`src/rtl/sts_frm_pkg.sv`:
```
package sts_frm_pkg;
  localparam int unsigned PAT_W = 48;
  localparam logic [7:0] SYNC_BYTE_A = 8'hF6;
  localparam logic [7:0] SYNC_BYTE_B = 8'h28;

  typedef enum logic [1:0] {ST_HUNT, ST_PRESYNC, ST_SYNC} frm_state_e;

  // Framing word, first received bit in the MSB
  function automatic logic [PAT_W-1:0] frame_word();
    return {SYNC_BYTE_A, SYNC_BYTE_A, SYNC_BYTE_A,
            SYNC_BYTE_B, SYNC_BYTE_B, SYNC_BYTE_B};
  endfunction

  // Position counter step with wrap at the frame length
  function automatic int unsigned wrap_next(int unsigned cur, int unsigned limit);
    return (cur == limit - 1) ? 0 : cur + 1;
  endfunction

  // Bit position within a frame at which the first framing byte completes
  function automatic int unsigned first_byte_pos(int unsigned frame_bits);
    return frame_bits - (PAT_W - 8);
  endfunction
endpackage

```
`src/rtl/sts_frm_shift.sv`:
```
module sts_frm_shift
  import sts_frm_pkg::*;
(
  input  logic             clk,
  input  logic             rst_n,
  input  logic             bit_in,
  output logic [PAT_W-1:0] window,
  output logic             hit
);
  always_ff @(posedge clk or negedge rst_n) begin
    if (!rst_n) window <= '0;
    else        window <= {window[PAT_W-2:0], bit_in};
  end

  assign hit = (window == frame_word());
endmodule

```
`src/rtl/sts_frm_track.sv`:
```
module sts_frm_track
  import sts_frm_pkg::*;
#(
  parameter int unsigned FRAME_BITS   = 19440,
  parameter int unsigned CONFIRM_HITS = 2,
  parameter int unsigned LOSS_MISSES  = 4
) (
  input  logic       clk,
  input  logic       rst_n,
  input  logic       hit,
  output frm_state_e state,
  output logic       slot_hit,
  output logic       lof_evt,
  output logic       byte_edge,
  output logic       sof_edge
);
  localparam int unsigned CW  = $clog2(FRAME_BITS);
  localparam int unsigned CFW = $clog2(CONFIRM_HITS + 1);
  localparam int unsigned MSW = $clog2(LOSS_MISSES + 1);
  localparam int unsigned SOF_POS = first_byte_pos(FRAME_BITS);

  frm_state_e     st_d;
  logic [CW-1:0]  pos_q, pos_d;
  logic [CFW-1:0] conf_q, conf_d;
  logic [MSW-1:0] miss_q, miss_d;
  logic           at_slot;

  assign at_slot   = (pos_q == '0);
  assign slot_hit  = hit && at_slot && (state != ST_HUNT);
  assign byte_edge = (state != ST_HUNT) && (pos_q[2:0] == 3'd0);
  assign sof_edge  = (state == ST_SYNC) && (pos_q == CW'(SOF_POS));

  always_comb begin
    st_d    = state;
    pos_d   = CW'(wrap_next(32'(pos_q), FRAME_BITS));
    conf_d  = conf_q;
    miss_d  = miss_q;
    lof_evt = 1'b0;
    unique case (state)
      ST_HUNT: begin
        pos_d = '0;
        if (hit) begin
          st_d   = ST_PRESYNC;
          pos_d  = CW'(1);
          conf_d = '0;
        end
      end
      ST_PRESYNC: begin
        if (at_slot) begin
          if (!hit) begin
            st_d = ST_HUNT;
          end else if (conf_q == CFW'(CONFIRM_HITS - 1)) begin
            st_d   = ST_SYNC;
            miss_d = '0;
          end else begin
            conf_d = conf_q + 1'b1;
          end
        end
      end
      ST_SYNC: begin
        if (at_slot) begin
          if (hit) begin
            miss_d = '0;
          end else if (miss_q == MSW'(LOSS_MISSES - 1)) begin
            st_d    = ST_HUNT;
            lof_evt = 1'b1;
          end else begin
            miss_d = miss_q + 1'b1;
          end
        end
      end
      default: st_d = ST_HUNT;
    endcase
  end

  always_ff @(posedge clk or negedge rst_n) begin
    if (!rst_n) begin
      state  <= ST_HUNT;
      pos_q  <= '0;
      conf_q <= '0;
      miss_q <= '0;
    end else begin
      state  <= st_d;
      pos_q  <= pos_d;
      conf_q <= conf_d;
      miss_q <= miss_d;
    end
  end
endmodule

```
`src/rtl/sts_frm_irq.sv`:
```
module sts_frm_irq #(
  parameter int unsigned NBITS = 2
) (
  input  logic             clk,
  input  logic             rst_n,
  input  logic [NBITS-1:0] set,
  input  logic [NBITS-1:0] clr,
  output logic [NBITS-1:0] stat,
  output logic             irq_n
);
  // Set has priority over clear in the same cycle
  always_ff @(posedge clk or negedge rst_n) begin
    if (!rst_n) stat <= '0;
    else        stat <= set | (stat & ~clr);
  end

  assign irq_n = ~(|stat);
endmodule

```
`src/rtl/sts_frm_aligner.sv`:
```
module sts_frm_aligner
  import sts_frm_pkg::*;
#(
  parameter int unsigned FRAME_BYTES  = 2430,
  parameter int unsigned CONFIRM_HITS = 2,
  parameter int unsigned LOSS_MISSES  = 4
) (
  input  logic       clk,
  input  logic       rst_n,
  input  logic       rx_bit,
  input  logic       los_in,
  input  logic [1:0] irq_clr,
  output logic [7:0] data_out,
  output logic       byte_stb,
  output logic       sof,
  output logic       in_frame,
  output logic       lof_pulse,
  output logic [1:0] irq_stat,
  output logic       irq_n
);
  localparam int unsigned FRAME_BITS = FRAME_BYTES * 8;

  logic [PAT_W-1:0] window;
  logic             hit_w;
  frm_state_e       state;
  logic             slot_hit_w;
  logic             lof_evt_w;
  logic             byte_edge_w;
  logic             sof_edge_w;
  logic             hunt_w;

  sts_frm_shift u_shift (
    .clk    (clk),
    .rst_n  (rst_n),
    .bit_in (rx_bit),
    .window (window),
    .hit    (hit_w)
  );

  sts_frm_track #(
    .FRAME_BITS   (FRAME_BITS),
    .CONFIRM_HITS (CONFIRM_HITS),
    .LOSS_MISSES  (LOSS_MISSES)
  ) u_track (
    .clk       (clk),
    .rst_n     (rst_n),
    .hit       (hit_w),
    .state     (state),
    .slot_hit  (slot_hit_w),
    .lof_evt   (lof_evt_w),
    .byte_edge (byte_edge_w),
    .sof_edge  (sof_edge_w)
  );

  sts_frm_irq #(.NBITS(2)) u_irq (
    .clk   (clk),
    .rst_n (rst_n),
    .set   ({lof_evt_w, los_in}),
    .clr   (irq_clr),
    .stat  (irq_stat),
    .irq_n (irq_n)
  );

  assign hunt_w   = (state == ST_HUNT);
  assign in_frame = (state == ST_SYNC);

  always_ff @(posedge clk or negedge rst_n) begin
    if (!rst_n) begin
      data_out  <= '0;
      byte_stb  <= 1'b0;
      sof       <= 1'b0;
      lof_pulse <= 1'b0;
    end else begin
      byte_stb  <= byte_edge_w;
      lof_pulse <= lof_evt_w;
      if (byte_edge_w) begin
        data_out <= window[7:0];
        sof      <= sof_edge_w;
      end
    end
  end
endmodule

```
`config.mk`:
```
export PLATFORM = sky130hd
export DESIGN_NAME = sts_frm_aligner
export DESIGN_NICKNAME = d
export VERILOG_FILES = /design/src/rtl/sts_frm_pkg.sv /design/src/rtl/sts_frm_shift.sv /design/src/rtl/sts_frm_track.sv /design/src/rtl/sts_frm_irq.sv /design/src/rtl/sts_frm_aligner.sv
export SDC_FILE = /design/constraint.sdc
export NUM_CORES = 1
export LEC_CHECK = 0
export BUFFER_PORTS_ARGS = -buffer_cell sky130_fd_sc_hd__buf_4
export CELL_PAD_IN_SITES_DETAIL_PLACEMENT = 1
export CELL_PAD_IN_SITES_GLOBAL_PLACEMENT = 2
export CORE_MARGIN = 2
export CORE_UTILIZATION = 41
export CTS_CLUSTER_SIZE = 30
export DETAILED_ROUTE_END_ITERATION = 6
export GPL_TIMING_DRIVEN = 0
export PLACE_DENSITY = 0.89
export SLEW_MARGIN = 30
export SYNTH_ARGS = -nofsm -noshare
export SYNTH_HDL_FRONTEND = slang
export SYNTH_SLANG_ARGS = --single-unit
```
`constraint.sdc`:
```
create_clock -name clk -period 3.25 [get_ports clk]
set_input_delay 0.65 -clock clk [delete_from_list [all_inputs] [get_ports clk]]
set_output_delay 0.65 -clock clk [all_outputs]
set_load 0.01 [all_outputs]
```
---- After elaboration in Yosys (flattened, before gate mapping) ----
Index checks and enable logic that the tools add are counted.
word-level totals
  output and inout port bits .............. 15
  register bits ........................... 83
  logic and storage cells ................. 73
  input port bits ......................... 6
operators by class
  add/subtract/negate cells ............... 3
  mux-type cells .......................... 27
  equal/unequal tests ..................... 17
  bitwise logic cells ..................... 4
  reductions and logical operators ........ 12
operators by type and width
  operator               number
  $eq 48x48->1 const B   1
  $eq 15x15->1 const B   2
  $mux 15                2
  $mux 2                 11
  $mux 3                 6
  $add 15x1->15 const B  1
  $logic_not 15->1       1
  $ne 2x1->1 const B     6
  $reduce_and 6->1       2
  $pmux 2 s3             1
  $pmux 3 s2             1
  $reduce_bool 2->1      3
  $mux 1                 5
  $reduce_and 5->1       1
  $eq 2x1->1 const B     2
  $ne 2x2->1 const B     2
  $pmux 2 s2             1
  $add 3x1->3 const B    1
  $eq 3x2->1 const B     1
  $logic_not 3->1        1
  $ne 3x2->1 const B     1
  $ne 3x3->1 const B     1
  $add 2x1->2 const B    1
  $and 2x2->2            1
  other kinds (7)        8

---- Logic depth before layout (Yosys ltp) ----
  depth after elaboration ................. 6
  mapped depth ............................ 8

---- By module ----
A second synthesis with hierarchy kept.
unflattened totals
  cells, all modules ...................... 225
  area, all modules ....................... 3151.8 sq um
modules (own cells, without submodules)
  module           area an instance (sq um)  cells each  sequential area each (sq um)  instances
  sts_frm_shift    1337.5                    64          1201.2                        1
  sts_frm_track    1310.0                    132         550.5                         1
  sts_frm_aligner  427.9                     22          275.3                         1
  sts_frm_irq      76.3                      7           50.0                          1

---- Worst setup path before layout ----
No wires, ideal clock.
  path type ............................... reg2reg
  start ................................... register u_shift.window[35]
  end ..................................... register u_track.conf_q[1]
  path slack .............................. 0.968 ns
  required time ........................... 3.172 ns
  library setup time ...................... 0.078 ns
  period minus slack after synthesis ...... 2.282 ns
  arrival ................................. 2.205 ns
  path buffers ............................ 1
  cell stages (with the launch flop) ...... 7
  cells stage by stage .................... dfrtp_1 -> nand4bb_1 -> or4_4 -> or4_1 -> buf_2 -> o41a_1 -> o2bb2ai_1
between the ends
  word-level cells in the longest chain between the ends .. 3
ends and longest elaborated chain
  item                          line                 text
  start: declaration            sts_frm_shift.sv:7   output logic [PAT_W-1:0] window,
  start signal: assignment      sts_frm_shift.sv:12  else window <= {window[PAT_W-2:0], bit_in};
  $eq 48x48->1 *                sts_frm_shift.sv:15  assign hit = (window == frame_word());
  $ne 2x1->1 (no line)          n/a
  $reduce_and 5->1 (no line) *  n/a
  end signal: assignment        sts_frm_track.sv:85  conf_q <= conf_d;
  end: declaration              sts_frm_track.sv:24  logic [CFW-1:0] conf_q, conf_d;
Mark *: on every way between the ends. The rest lies on a longest branch, timed or not.
A chain may end at the register's enable or synchronous reset.

---- Final worst setup path ----
  start ................................... register u_track.pos_q[0]
  end ..................................... register u_track.miss_q[0]
between the ends
  word-level cells in the longest chain between the ends .. 3
ends and longest elaborated chain
  item                          line                 text
  start: declaration            sts_frm_track.sv:23  logic [CW-1:0] pos_q, pos_d;
  start signal: assignment      sts_frm_track.sv:84  pos_q <= pos_d;
  $logic_not 15->1 *            sts_frm_track.sv:28  assign at_slot = (pos_q == '0);
  $ne 2x1->1 (no line)          n/a
  $reduce_and 6->1 (no line) *  n/a
  end signal: assignment        sts_frm_track.sv:86  miss_q <= miss_d;
  end: declaration              sts_frm_track.sv:25  logic [MSW-1:0] miss_q, miss_d;
Marked as above.

==> summary.md <==
| Metric | Value |
|---|---|
| Post-layout min period | `2.49 ns` |
| Syn. warnings | `0` |
| Initial Utilization | `42.6%` |
| CP required | `3.49 ns` |
| Layout cells sized above 1 | `18.2%` |
| Post_cts resized | `0` |
| Die Wd | `91.0 um` |
| Asr flop ratio synth | `100%` |
| FF-to-FF setup slack | `0.76 ns` |
| PD cells | `506 nW/um^2` |
| Root Buffer | `clkbuf_8` |
| Post-CTS Hold Buffers | `0` |
| Largest net degree at the start of global routing | `84` |
| First-pass GRT wire length | `10700 um` |
| Placed inst area | `3380 um^2` |
| Flops & latches, synth | `83` |
| FF-to-FF path depth | `7` |
| Routed WL | `6010 um` |
| Slowest cell on crit path | `nor4b_1` |
| Most frequent cell after synthesis | `dfrtp_1` |
| Fin Hold WS | `0.334 ns` |
| Final net count | `284` |
| CP Class | `flip-flop to flip-flop` |
| Most used DFF post-synth | `dfrtp_1` |
| Drt pass-1 iters | `4` |
| Initial antenna violation count | `0` |
| Crit-path max FO | `7` |
| Die area | `8280 um^2` |
| Ports | `21` |
| Vias in the first global route | `2120` |
| Inserted Clock Buffers | `9` |
| Final core occ | `48.9%` |
| Critical Path End Type | `flip-flop` |
| Count of final max-slew check failures | `0` |
| Main area contributors after synthesis | `dfrtp_1, mux2_2, ha_1` |
| Diode count | `0` |
| Setup TNS | `0 ns` |
| Commonest cells post-synth | `dfrtp_1, nor2_1, inv_1, nand4_1, mux2_2` |
| Crit path from | `u_track.pos_q[0]` |
| Chip height | `91.0 um` |
| Mapped Avg Cell Area | `13.0 um^2` |
| Port bufs | `20` |
| Total Power | `1800 uW` |
| Vias per Instance | `5.08` |
| Post-synthesis cell count | `239` |
| Crit path launch type | `flip-flop` |
| Vias | `1901` |
| Post-CTS Setup Bufs | `0` |
| Routability cong. | `0.741` |
| Top-area cell type share of the netlist area | `66.9%` |
| Max Cap Viol | `0` |
| Status | `finished, final reports clean` |
| Final worst-path cycle share | `76.6%` |
| Largest area contributor in the netlist | `dfrtp_1` |
| Clk slew on worst S/H paths | `0.09 ns` |
| Worst setup path end | `u_track.miss_q[0]` |
| Area growth from synthesis to layout | `14.9%` |
| Worst VDD drop | `281 uV` |
| Synth Cell Area | `3100 um^2` |
| Critical path cell sequence | `inv_1 > ha_1 > nor4b_1 > nand4_1 > a21oi_1 > o221ai_1 > a21o_1` |
| Leakage power | `0.00159 uW` |
| Data arrival, critical path | `2.74 ns` |
| Crit path largest cell delay | `0.57 ns` |
| Cell Rows | `31` |
| Finished Cell Area | `3570 um^2` |
| Max Clk Rate | `0.401 GHz` |
| RSZ-0062 raised after global routing | `no` |
| Relative slew margins | `52.2%` |
| Post-synthesis net count | `253` |
| Clock sink count | `83` |
| Fin Clk Skew | `0.0145 ns` |
| Final Setup Violations | `0` |
| Routed Antenna Nets | `0` |
| Post-synth EDFFs | `0` |
| Gr usage total | `16.6%` |
| TritonCTS clock tree | `yes` |
| Fin. Hold Viols | `0` |
| Max Buffers Root-to-Sink | `2` |
| Routed WL per cell | `16.1 um` |
| Min-Delay Path Class | `input port to asynchronous set/reset pin` |
| Initial drt markers | `87` |
| Final HPWL DP | `4050 um` |
| DR DRC count | `0` |
| Clock latency on the worst-skew pair | `0.35 ns` |
| Worst R2R Start | `u_track.pos_q[0]` |
| Area of the core | `7290 um^2` |
| Synth cell types | `38` |
| Worst-Margin Slew | `0.717 ns` |
| Critical R2R Capture | `u_track.miss_q[0]` |
| CTS H-tree depth | `3` |
| Sequential-to-total area share from yosys stat | `66.9%` |
| GRT overflow | `0` |
-- logic make-up after synthesis --
group / Yosys count / share of synthesized area [%]
buffers and inverters: 23 / 2.82
AOI/OAI and AO/OA: 26 / 6.05
xor gates and xnor gates: 13 / 3.67
muxes: 9 / 3.27
DFF: 83 / 66.9
and+or+nand+nor: 77 / 14.0
adders and majority gates: 8 / 3.23
-- layer usage --
layer	part of all wire (%)	wire (um)	GRT usage (%)	vias up
met5	0	0	0	-
met4	1.5	93	6.44	0
met3	2.9	173	4.40	6
met2	48	2890	25.9	24
met1	48	2860	22.4	971
li1	-	-	-	900
-- placed cells by master (no fill, tap or decap), drive strengths merged, types with 2 or more instances in the layout --
cell type,instances
clkbuf,16
xnor2,7
nor4b,3
nor2,22
xor2,6
a21o,5
buf,21
dfrtp,83
nor3,6
or4,3
inv,18
and3,5
a21oi,2
nand3,8
mux2,9
o21ai,7
ha,8
clkinvlp,3
nor4,6
o41ai,2
nand2,6
o2bb2ai,3
nand4bb,2
nand4,10
nor4bb,2
-- worst max-delay path: cells and delay by family (launching register included) --
kind / cells / cell delay, ns
buffers and inverters: 1 / 0.08
adder cells (fa/ha/maj): 1 / 0.16
flip-flops: 1 / 0.43
AO/OA/AOI/OAI: 3 / 0.74
AND/OR/NAND/NOR: 2 / 0.98
-- final cells by class --
class / count / area [um^2]
clock buffers: 10 / 138
inverters: 16 / 60.1
well taps: 99 / 124
fillers: 806 / 3730
repair buffers: 20 / 154
multi-input cells: 133 / 938
plain buffers: 7 / 27.5
clock inverters: 6 / 47.5
flip-flops and latches: 83 / 2080
-- state kept, by name, indices dropped and copies added (netlist names) --
name and flops:
u_track.miss_q 3, u_shift.window 48, sof 1, u_track.pos_q 15
byte_stb 1, lof_pulse 1, u_track.state 2, data_out 8
u_track.conf_q 2, u_irq.stat 2
-- report_power, final --
| group | total (uW) | switching, uW | internal (uW) | leakage, uW |
|---|---|---|---|---|
| Combinational | 33.4 | 22.9 | 10.5 | 0.000458 |
| Clock | 688 | 383 | 305 | 0.0000868 |
| Sequential | 1080 | 19.3 | 1060 | 0.00105 |
-- stage by stage --
| step | setup slack, ns | cells |
|---|---|---|
| global route | 0.519 | 374 |
| floorplan | 0.968 | 239 |
| global placement | 0.834 | 358 |
| detailed placement | 0.791 | 358 |
| finish | 0.759 | 374 |
| CTS | 0.745 | 374 |
-- worst min-delay path by stage --
| stage | from | end | slack (ns) |
|---|---|---|---|
| 2_1_floorplan | rst_n | byte_stb | 0.35 |
| 3_3_place_gp | u_shift.window[40] | u_shift.window[41] | 0.35 |
| 3_5_place_dp | u_shift.window[27] | u_shift.window[28] | 0.36 |
| 4_1_cts | rst_n | u_shift.window[29] | 0.36 |
| 5_1_grt | rst_n | u_shift.window[25] | 0.37 |
| 6_report | rst_n | u_shift.window[1] | 0.33 |
No activity file was read; power rests on OpenSTA's default activity.
